File: src/rtl/clk_cal_pkg.sv
package clk_cal_pkg;
  localparam int HOUR_W = 5;
  localparam int MIN_W  = 6;
  localparam int DAY_W  = 5;
  localparam int MON_W  = 4;
  localparam int WDAY_W = 3;

  // Days in a month: month code 1..12, February follows the leap flag.
  function automatic logic [DAY_W-1:0] month_days(input logic [MON_W-1:0] mon, input logic leap);
    case (mon)
      4'd2:                      month_days = leap ? 5'd29 : 5'd28;
      4'd4, 4'd6, 4'd9, 4'd11:   month_days = 5'd30;
      default:                   month_days = 5'd31;
    endcase
  endfunction

  // Binary 0..99 to two BCD nibbles {tens, ones}.
  function automatic logic [7:0] to_bcd(input logic [6:0] v);
    logic [6:0] t;
    logic [6:0] r;
    t = v / 7'd10;
    r = v - t * 7'd10;
    to_bcd = {t[3:0], r[3:0]};
  endfunction
endpackage

File: src/rtl/mains_prescaler.sv
module mains_prescaler #(
  parameter int DIV_SEL0 = 50,
  parameter int DIV_SEL1 = 60
) (
  input  logic clk,
  input  logic rst,
  input  logic mains_in,
  input  logic rate_sel,
  input  logic clear,
  output logic tick
);
  localparam int DIV_MAX = (DIV_SEL0 > DIV_SEL1) ? DIV_SEL0 : DIV_SEL1;
  localparam int CW      = $clog2(DIV_MAX + 1);
  localparam logic [CW-1:0] LAST0 = CW'(DIV_SEL0 - 1);
  localparam logic [CW-1:0] LAST1 = CW'(DIV_SEL1 - 1);

  logic [1:0]    sync_q;
  logic          prev_q;
  logic          rise;
  logic [CW-1:0] cnt_q;
  logic [CW-1:0] last;

  assign rise = sync_q[1] & ~prev_q;
  assign last = rate_sel ? LAST1 : LAST0;

  always_ff @(posedge clk) begin
    if (rst) begin
      sync_q <= '0;
      prev_q <= 1'b0;
      cnt_q  <= '0;
      tick   <= 1'b0;
    end else begin
      sync_q <= {sync_q[0], mains_in};
      prev_q <= sync_q[1];
      tick   <= 1'b0;
      if (clear) begin
        cnt_q <= '0;
      end else if (rise) begin
        if (cnt_q >= last) begin
          cnt_q <= '0;
          tick  <= 1'b1;
        end else begin
          cnt_q <= cnt_q + 1'b1;
        end
      end
    end
  end

  AST_TICK_ISOLATED: assert property (@(posedge clk) disable iff (rst) tick |=> !tick);
  AST_PRESC_BOUND:   assert property (@(posedge clk) disable iff (rst) cnt_q < CW'(DIV_MAX));
endmodule

File: src/rtl/tod_counter.sv
module tod_counter
  import clk_cal_pkg::*;
(
  input  logic              clk,
  input  logic              rst,
  input  logic              tick,
  input  logic              load,
  input  logic [HOUR_W-1:0] ld_hour,
  input  logic [MIN_W-1:0]  ld_min,
  output logic [HOUR_W-1:0] hour,
  output logic [MIN_W-1:0]  min,
  output logic [MIN_W-1:0]  sec,
  output logic              day_roll
);
  assign day_roll = tick & ~load & (sec == 6'd59) & (min == 6'd59) & (hour == 5'd23);

  always_ff @(posedge clk) begin
    if (rst) begin
      hour <= '0;
      min  <= '0;
      sec  <= '0;
    end else if (load) begin
      hour <= (ld_hour > 5'd23) ? 5'd23 : ld_hour;
      min  <= (ld_min > 6'd59) ? 6'd59 : ld_min;
      sec  <= '0;
    end else if (tick) begin
      if (sec == 6'd59) begin
        sec <= '0;
        if (min == 6'd59) begin
          min  <= '0;
          hour <= (hour == 5'd23) ? 5'd0 : hour + 5'd1;
        end else begin
          min <= min + 6'd1;
        end
      end else begin
        sec <= sec + 6'd1;
      end
    end
  end

  AST_SEC_RANGE:  assert property (@(posedge clk) disable iff (rst) sec < 6'd60 && min < 6'd60);
  AST_HOUR_RANGE: assert property (@(posedge clk) disable iff (rst) hour < 5'd24);
  AST_MIDNIGHT:   assert property (@(posedge clk) disable iff (rst)
                    day_roll |=> (hour == 5'd0 && min == 6'd0 && sec == 6'd0));
endmodule

File: src/rtl/calendar_counter.sv
module calendar_counter
  import clk_cal_pkg::*;
(
  input  logic              clk,
  input  logic              rst,
  input  logic              advance,
  input  logic              leap,
  input  logic              load,
  input  logic [WDAY_W-1:0] ld_wday,
  input  logic [DAY_W-1:0]  ld_day,
  input  logic [MON_W-1:0]  ld_month,
  output logic [WDAY_W-1:0] wday,
  output logic [DAY_W-1:0]  day,
  output logic [MON_W-1:0]  month
);
  logic [DAY_W-1:0] cur_len;
  logic [MON_W-1:0] mon_c;
  logic [DAY_W-1:0] len_c;
  logic [DAY_W-1:0] day_c;

  assign cur_len = month_days(month, leap);

  always_comb begin
    if (ld_month == 4'd0)       mon_c = 4'd1;
    else if (ld_month > 4'd12)  mon_c = 4'd12;
    else                        mon_c = ld_month;
    len_c = month_days(mon_c, leap);
    if (ld_day == 5'd0)         day_c = 5'd1;
    else if (ld_day > len_c)    day_c = len_c;
    else                        day_c = ld_day;
  end

  always_ff @(posedge clk) begin
    if (rst) begin
      wday  <= '0;
      day   <= 5'd1;
      month <= 4'd1;
    end else if (load) begin
      wday  <= (ld_wday > 3'd6) ? 3'd6 : ld_wday;
      day   <= day_c;
      month <= mon_c;
    end else if (advance) begin
      wday <= (wday == 3'd6) ? 3'd0 : wday + 3'd1;
      if (day >= cur_len) begin
        day   <= 5'd1;
        month <= (month == 4'd12) ? 4'd1 : month + 4'd1;
      end else begin
        day <= day + 5'd1;
      end
    end
  end

  AST_DAY_LEGAL:   assert property (@(posedge clk) disable iff (rst)
                     day >= 5'd1 && day <= month_days(month, 1'b1));
  AST_MONTH_LEGAL: assert property (@(posedge clk) disable iff (rst)
                     month >= 4'd1 && month <= 4'd12);
  AST_WDAY_STEP:   assert property (@(posedge clk) disable iff (rst)
                     advance |=> wday == (($past(wday) == 3'd6) ? 3'd0 : $past(wday) + 3'd1));
endmodule

File: src/rtl/mains_clock_cal.sv
module mains_clock_cal
  import clk_cal_pkg::*;
#(
  parameter int DIV_SEL0 = 50,
  parameter int DIV_SEL1 = 60
) (
  input  logic              clk,
  input  logic              rst,
  input  logic              mains_in,
  input  logic              rate_sel,
  input  logic              leap_year,
  input  logic              load,
  input  logic [HOUR_W-1:0] ld_hour,
  input  logic [MIN_W-1:0]  ld_min,
  input  logic [WDAY_W-1:0] ld_wday,
  input  logic [DAY_W-1:0]  ld_day,
  input  logic [MON_W-1:0]  ld_month,
  input  logic [HOUR_W-1:0] blank_start,
  input  logic [HOUR_W-1:0] blank_end,
  output logic [1:0]        hour_tens_o,
  output logic [3:0]        hour_ones_o,
  output logic [2:0]        min_tens_o,
  output logic [3:0]        min_ones_o,
  output logic [2:0]        sec_tens_o,
  output logic [3:0]        sec_ones_o,
  output logic [1:0]        day_tens_o,
  output logic [3:0]        day_ones_o,
  output logic [MON_W-1:0]  month_o,
  output logic [WDAY_W-1:0] wday_o,
  output logic              blank_o
);
  logic              tick;
  logic              day_roll;
  logic [HOUR_W-1:0] hour;
  logic [MIN_W-1:0]  min;
  logic [MIN_W-1:0]  sec;
  logic [WDAY_W-1:0] wday;
  logic [DAY_W-1:0]  day;
  logic [MON_W-1:0]  month;
  logic              in_window;
  logic [7:0]        hour_bcd, min_bcd, sec_bcd, day_bcd;

  mains_prescaler #(.DIV_SEL0(DIV_SEL0), .DIV_SEL1(DIV_SEL1)) u_presc (
    .clk(clk), .rst(rst), .mains_in(mains_in), .rate_sel(rate_sel),
    .clear(load), .tick(tick)
  );

  tod_counter u_tod (
    .clk(clk), .rst(rst), .tick(tick), .load(load),
    .ld_hour(ld_hour), .ld_min(ld_min),
    .hour(hour), .min(min), .sec(sec), .day_roll(day_roll)
  );

  calendar_counter u_cal (
    .clk(clk), .rst(rst), .advance(day_roll), .leap(leap_year), .load(load),
    .ld_wday(ld_wday), .ld_day(ld_day), .ld_month(ld_month),
    .wday(wday), .day(day), .month(month)
  );

  always_comb begin
    if (blank_start == blank_end)     in_window = 1'b0;
    else if (blank_start < blank_end) in_window = (hour >= blank_start) && (hour < blank_end);
    else                              in_window = (hour >= blank_start) || (hour < blank_end);
  end

  assign hour_bcd = to_bcd(7'(hour));
  assign min_bcd  = to_bcd(7'(min));
  assign sec_bcd  = to_bcd(7'(sec));
  assign day_bcd  = to_bcd(7'(day));

  always_ff @(posedge clk) begin
    if (rst) begin
      hour_tens_o <= '0;
      hour_ones_o <= '0;
      min_tens_o  <= '0;
      min_ones_o  <= '0;
      sec_tens_o  <= '0;
      sec_ones_o  <= '0;
      day_tens_o  <= '0;
      day_ones_o  <= 4'd1;
      month_o     <= 4'd1;
      wday_o      <= '0;
      blank_o     <= 1'b0;
    end else begin
      hour_tens_o <= hour_bcd[5:4];
      hour_ones_o <= hour_bcd[3:0];
      min_tens_o  <= min_bcd[6:4];
      min_ones_o  <= min_bcd[3:0];
      sec_tens_o  <= sec_bcd[6:4];
      sec_ones_o  <= sec_bcd[3:0];
      day_tens_o  <= day_bcd[5:4];
      day_ones_o  <= day_bcd[3:0];
      month_o     <= month;
      wday_o      <= wday;
      blank_o     <= in_window;
    end
  end

  AST_BLANK_EMPTY: assert property (@(posedge clk) disable iff (rst)
                     (blank_start == blank_end) |=> !blank_o);
  AST_BCD_DIGITS:  assert property (@(posedge clk) disable iff (rst)
                     hour_tens_o <= 2'd2 && hour_ones_o <= 4'd9 && min_ones_o <= 4'd9
                     && sec_ones_o <= 4'd9 && day_ones_o <= 4'd9);
endmodule

File: config.mk
export PLATFORM = sky130hd
export DESIGN_NAME = mains_clock_cal
export DESIGN_NICKNAME = d
export VERILOG_FILES = /design/src/rtl/clk_cal_pkg.sv /design/src/rtl/mains_prescaler.sv /design/src/rtl/tod_counter.sv /design/src/rtl/calendar_counter.sv /design/src/rtl/mains_clock_cal.sv
export SDC_FILE = /design/constraint.sdc
export NUM_CORES = 1
export LEC_CHECK = 0
export ABC_AREA = 0
export BUFFER_PORTS_ARGS = -buffer_cell sky130_fd_sc_hd__buf_2
export CAP_MARGIN = 20
export CORE_UTILIZATION = 30
export CTS_BUF_LIST = sky130_fd_sc_hd__clkbuf_4
export DETAILED_ROUTE_END_ITERATION = 6
export GPL_TIMING_DRIVEN = 0
export PLACE_DENSITY_LB_ADDON = 0.08
export SYNTH_ARGS = -nofsm -noshare
export SYNTH_HDL_FRONTEND = slang
export SYNTH_SLANG_ARGS = --single-unit
export TNS_END_PERCENT = 100
File: constraint.sdc
create_clock -name clk -period 3.9 [get_ports clk]
set_input_delay 0.195 -clock clk [delete_from_list [all_inputs] [get_ports clk]]
set_output_delay 0.195 -clock clk [all_outputs]
set_load 0.05 [all_outputs]
# == After elaboration in Yosys (flattened, before gate mapping) ==
# Cells that the tools add are included.
# classes
n_addsub,11
order_cmp,10
bitwise_logic,8
mul,4
muxes,34
n_eq_ne,16
n_div,4
reduce_logical,17
# op_table
op,n
$mux W5,11
$mux W6,7
$mul A7 B3 Y3 const B,4
$mux W4,7
$eq A4 B4 Y1 const B,5
$pmux W5 S2,2
$add A6 B1 Y6 const B,3
$eq A4 B3 Y1 const B,4
$sub A4 B4 Y4,4
$div A5 B4 Y7 const B,2
$div A6 B4 Y7 const B,2
$eq A6 B6 Y1 const B,2
$mux W3,4
$add A5 B1 Y5 const B,2
$ge A5 B5 Y1,2
$lt A5 B5 Y1,2
$reduce_bool A2 Y1,5
$eq A4 B2 Y1 const B,2
$reduce_or A4 Y1,2
$ge A6 B6 Y1,1
$gt A6 B6 Y1 const B,1
$and A1 B1 Y1,5
$eq A5 B5 Y1,1
$eq A5 B5 Y1 const B,1
other kinds (17),23
# word_totals
out_inout_bits,34
reg_bits,73

# == Depth between registers and ports, before layout ==
# depth
depth_word,10
ltp_mapped,18
ltp_nobuf,17

# == Modules after synthesis ==
# Synthesis repeated with hierarchy kept, for this count alone.
# unflattened
cells_unflattened,483
area_unflattened_um2,4264.1
# modules_own_cells
mod,cells_each,instances,area_per_inst_um2,seq_area_each_um2
mains_clock_cal,191,1,1835.5,680.7
tod_counter,122,1,999.7,340.3
calendar_counter,121,1,963.4,240.2
mains_prescaler,49,1,465.4,200.2

# == Least setup slack after synthesis ==
# No wires, ideal clock.
# synth_path
path_type,register to register
from,reg u_tod.min[4]
to,reg min_ones_o[3]
setup_slack_ps,130
t_arrival_ps,3696
n_path_buf,1
path_stages_with_launch,19
path_cell_list,dfxtp_1 > buf_2 > inv_1 > ha_1 > or2_1 > a31oi_1 > a211oi_1 > a31oi_1 > ha_1 > nor3b_1 > a221oi_1 > nand2_1 > a21oi_1 > ha_1 > inv_1 > fa_1 > xor2_1 > a2111o_1 > o21ai_0
# synth_via
elab_chain_cells,3
# synth_lines
item,line,rtl
from (decl),tod_counter.sv:11,"output logic [MIN_W-1:0] min,"
from (signal assigned),tod_counter.sv:24,min <= (ld_min > 6'd59) ? 6'd59 : ld_min;
from (signal assigned),tod_counter.sv:33,min <= min + 6'd1;
$div A6 B4 Y7,clk_cal_pkg.sv:21,t = v / 7'd10;
via min_bcd[4],mains_clock_cal.sv:41,"logic [7:0] hour_bcd, min_bcd, sec_bcd, day_bcd;"
$mul A7 B3 Y3,clk_cal_pkg.sv:22,r = v - t * 7'd10;
$sub A4 B4 Y4,clk_cal_pkg.sv:22,
to (signal assigned),mains_clock_cal.sv:88,min_ones_o <= min_bcd[3:0];
to (decl),mains_clock_cal.sv:23,"output logic [3:0] min_ones_o,"
# The timed path passes the listed nets, and every way through them passes these cells.
# A chain may end at the register's enable or synchronous reset.

# == Final worst setup path ==
# Same ends and word-level chain as after synthesis.

==> flow_summary_export.csv <==
group,metric,value,unit
logic_synthesis,yosysTopAreaCell,"dfxtp_1",
floorplanning,std_cell_rows,43,
logic_synthesis,synth-seq-cells,73,
logic_synthesis,syn-mean-instance-area,8.482,µm²
cts,cts_buffers,9,
logic_synthesis,ys.flop_type,"dfxtp_1",
route,drtAntennaViolNets,0,
global_routing,grt_start_max_net_pins,13,
final_layout,nets,704,
timing,period_share,0.9491,
hold_path,min_path_type,"input pin to flip-flop",
placed_design,place_hpwl,8662,µm
floorplanning,core,13990,µm²
floorplanning,initial_core_util,0.3105,
timing,fmax,270.2,MHz
setup_path,rrSetupSlack,0.20,ns
power,power_density,339.2,nW/µm²
logic_synthesis,syn_area,4343,µm²
placed_design,gp_congestion,0.8150,
cts,clk_latency,0.45,ns
final_layout,multiInputGateArea,2669,µm²
job,drv_cap,0,
cts,clk_pin_slew,0.12,ns
route,num_vias,3917,
timing,timing.slew.headroom,0.4565,
timing,final.setup_skew,0.01654,ns
final_layout,mostFrequentLayoutCells,"buf_2 (74), dfxtp_1 (70), nor2_1 (60), ha_1 (49), inv_1 (46)",
setup_path,reg2regPathDepth,18,
setup_path,endpoint_kind,"flip-flop",
timing,slew_viol_final,0,
logic_synthesis,synthCells,512,
placed_design,io_buffers,71,
power,vdd_drop_max,150.3,µV
route,drc_errors,0,
global_routing,grt_overflow_total,0,
floorplanning,die_h,122.3,µm
setup_path,r2r_start,"u_tod.min[4]$_SDFFE_PP0P_",
status,outcome,"finished, final reports clean",
route,drt_pass1_iterations,4,
setup_path,cp.arrival,4.09,ns
floorplanning,die_x,122.3,µm
route,routed_wl,11710,µm
cts,cts-root-buf,"clkbuf_4",
final_layout,num_antenna_cells,0,
logic_synthesis,ys_seq_area_frac,0.3365,
logic_synthesis,yosysTopAreaCellShare,0.3365,
setup_path,crit_path_frequent_cell,"ha_2",
hold_path,hold_path_end,"u_tod.min[1]$_SDFFE_PP0P_",
hold_path,holdPathStages,3,
final_layout,final_common_cell,"buf_2",
setup_path,criticalPathCategory,"flip-flop to flip-flop",
timing,hold_viol_final,0,
global_routing,track_usage,0.1681,
final_layout,synthToLayoutAreaGrowth,21.75,%
setup_path,rr_endpoint,"min_ones_o[3]$_SDFF_PP0_",
floorplanning,die-area,14960,µm²
timing,finalSetupViolations,0,
power,p_leak,2.371,nW
timing,setup_tns,0,ns
global_routing,grt_pass1_vias,3702,
timing,worst_pin_slew,0.8152,ns
cts,cts_sinks,73,
route,drtIter0Drc,219,
global_routing,antenna_found_initial,0,
logic_synthesis,yosys_warnings,0,
final_layout,drive_gt1_frac,0.2121,
hold_path,min-delay-start,"ld_min[1]",
floorplanning,ios,73,
logic_synthesis,ys_types,59,
setup_path,start_kind,"flip-flop",
setup_path,crit_chain,"buf_6 > inv_2 > ha_2 > or2_4 > a31oi_4 > a211oi_2 > a31oi_2 > ha_1 > nor3b_2 > a221oi_2 > nand2_1 > a21oi_2 > ha_2 > inv_1 > fa_1 > xor2_1 > a2111o_1 > o21ai_1",
setup_path,crit_path_max_incr_delay,0.37,ns
route,wl_per_cell,14.76,µm
timing,period_minus_slack,3.701,ns
route,vias_per_cell,4.939,
logic_synthesis,async_flop_share,0,
setup_path,worstPathRequired,4.29,ns
setup_path,cp_max_fo,4,
setup_path,slowest_stage,"fa_1",
final_layout,fin_util,0.3780,
final_layout,register_area,1468,µm²
final_layout,fill_cells,1514,
logic_synthesis,synth-edff-count,0,
cts,cts_tree,"built",
global_routing,grt_first_pass_wirelength,19100,µm
cts,clk_path_buf_depth,2,
logic_synthesis,synthTopCellsByArea,"dfxtp_1 (34%), ha_1 (15%), nor2_1 (5.2%)",
logic_synthesis,syn_nets,607,
cts,h-tree-depth,3,
-- power by group --
part / switching [mW] / internal, mW / leakage, nW
logic: 0.272 / 0.156 / 1.69
registers: 0.0310 / 0.789 / 0.600
clock network: 0.282 / 0.264 / 0.0824
total: 0.586 / 1.21 / 2.37
-- cells by family (layout without fill, tap and decap cells) --
logic type | count (synthesis) | after routing | share of synthesized area
xor gates and xnor gates | 19 | 19 | 0.03832
adders and majority gates | 56 | 56 | 0.1683
muxes | 5 | 5 | 0.01210
and+or+nand+nor | 170 | 170 | 0.2011
buffers and inverters | 70 | 171 | 0.06424
DFF | 73 | 73 | 0.3365
AOI/OAI and AO/OA | 119 | 119 | 0.1795
-- cells in the mapped netlist (3+ instances only) --
library cell and count:
a211o_1 4, a211oi_1 13, a21o_1 3, a21oi_1 27
a311oi_1 5, a31oi_1 11, and2_1 3, and3_1 7
buf_1 3, buf_2 4, buf_4 3, clkbuf_1 12
dfxtp_1 73, fa_1 4, ha_1 52, inv_1 47
mux2i_1 3, nand2_1 25, nand2b_1 3, nand3_1 15
nand4_1 6, nor2_1 60, nor2b_1 13, nor3_1 17
nor3b_1 4, o211ai_1 4, o21a_1 3, o21ai_0 29
o22ai_1 3, xnor2_1 11, xor2_1 8
-- final cells by class --
cell class | count | share of cell area
Clock inverter | 5 | 0.01538
Buffer | 22 | 0.02011
Tap cell | 180 | 0.04259
Sequential cell | 73 | 0.2776
Multi-Input combinational cell | 369 | 0.5047
Clock buffer | 10 | 0.01420
Inverter | 48 | 0.03407
Timing Repair Buffer | 86 | 0.09134
-- worst max path at each step --
stage	startpoint	end	slack (ns)	cells after the start
floorplan	u_tod.min[4]$_SDFFE_PP0P_	min_ones_o[3]$_SDFF_PP0_	0.13	18
global placement	u_tod.min[4]$_SDFFE_PP0P_	min_ones_o[3]$_SDFF_PP0_	-0.33	18
detailed placement	u_tod.min[4]$_SDFFE_PP0P_	min_ones_o[3]$_SDFF_PP0_	-0.34	18
CTS	u_tod.min[4]$_SDFFE_PP0P_	min_ones_o[3]$_SDFF_PP0_	0.0007	18
global route	u_tod.min[4]$_SDFFE_PP0P_	min_ones_o[3]$_SDFF_PP0_	-0.03	18
finish	u_tod.min[4]$_SDFFE_PP0P_	min_ones_o[3]$_SDFF_PP0_	0.20	18
-- timing repair --
item	in CTS	in global routing
buffers inserted	2	7
pin swaps	1	8
hold endpoints to repair	6	0
hold buffers	6	0
resized for setup	8	15
endpoints found under the setup margin	1	1
-- registers in the layout, indices dropped and copies added, names as in the netlist, 2 cells and up --
register and flops:
min_ones_o 4, u_presc.sync_q 2, sec_tens_o 3, u_tod.sec 6, day_ones_o 4, min_tens_o 3, hour_tens_o 2, u_tod.hour 5
month_o 4, hour_ones_o 4, u_cal.day 5, u_cal.month 4, day_tens_o 2, wday_o 3, u_presc.cnt_q 6, u_cal.wday 3
u_tod.min 6, sec_ones_o 4
-- layer usage --
layer | track usage | share of wire | vias up
li1 | - | - | 1991
met1 | 0.2295 | 0.50 | 1845
met2 | 0.2619 | 0.45 | 70
met3 | 0.02602 | 0.031 | 11
met4 | 0.07012 | 0.015 | 0
met5 | 0 | 0 | -
-- stage by stage --
step / std cells / cell area (µm²) / hold slack [ns] / setup WS (ns) / total power, mW
floorplan: 512 / 4343 / 0.3232 / 0.1301 / 1.117
global route: 793 / 5288 / 0.02555 / -0.03261 / 1.909
finish: 793 / 5288 / 0.03323 / 0.1986 / 1.794
detailed placement: 763 / 4923 / 0.4334 / -0.3395 / 1.233
CTS: 786 / 5196 / 0.002706 / 0.0007403 / 1.807
global placement: 763 / 4923 / 0.4147 / -0.3342 / 1.229
-- critical path, delay by kind of cell, from the launching register on --
| kind | cells | cell delay (ns) |
|---|---|---|
| AO/OA/AOI/OAI | 7 | 1.34 |
| XOR/XNOR | 1 | 0.19 |
| buffers and inverters | 3 | 0.19 |
| flip-flops | 1 | 0.35 |
| AND/OR/NAND/NOR | 3 | 0.58 |
| adder cells (fa/ha/maj) | 4 | 0.98 |
(Power assumes the default switching activity.)
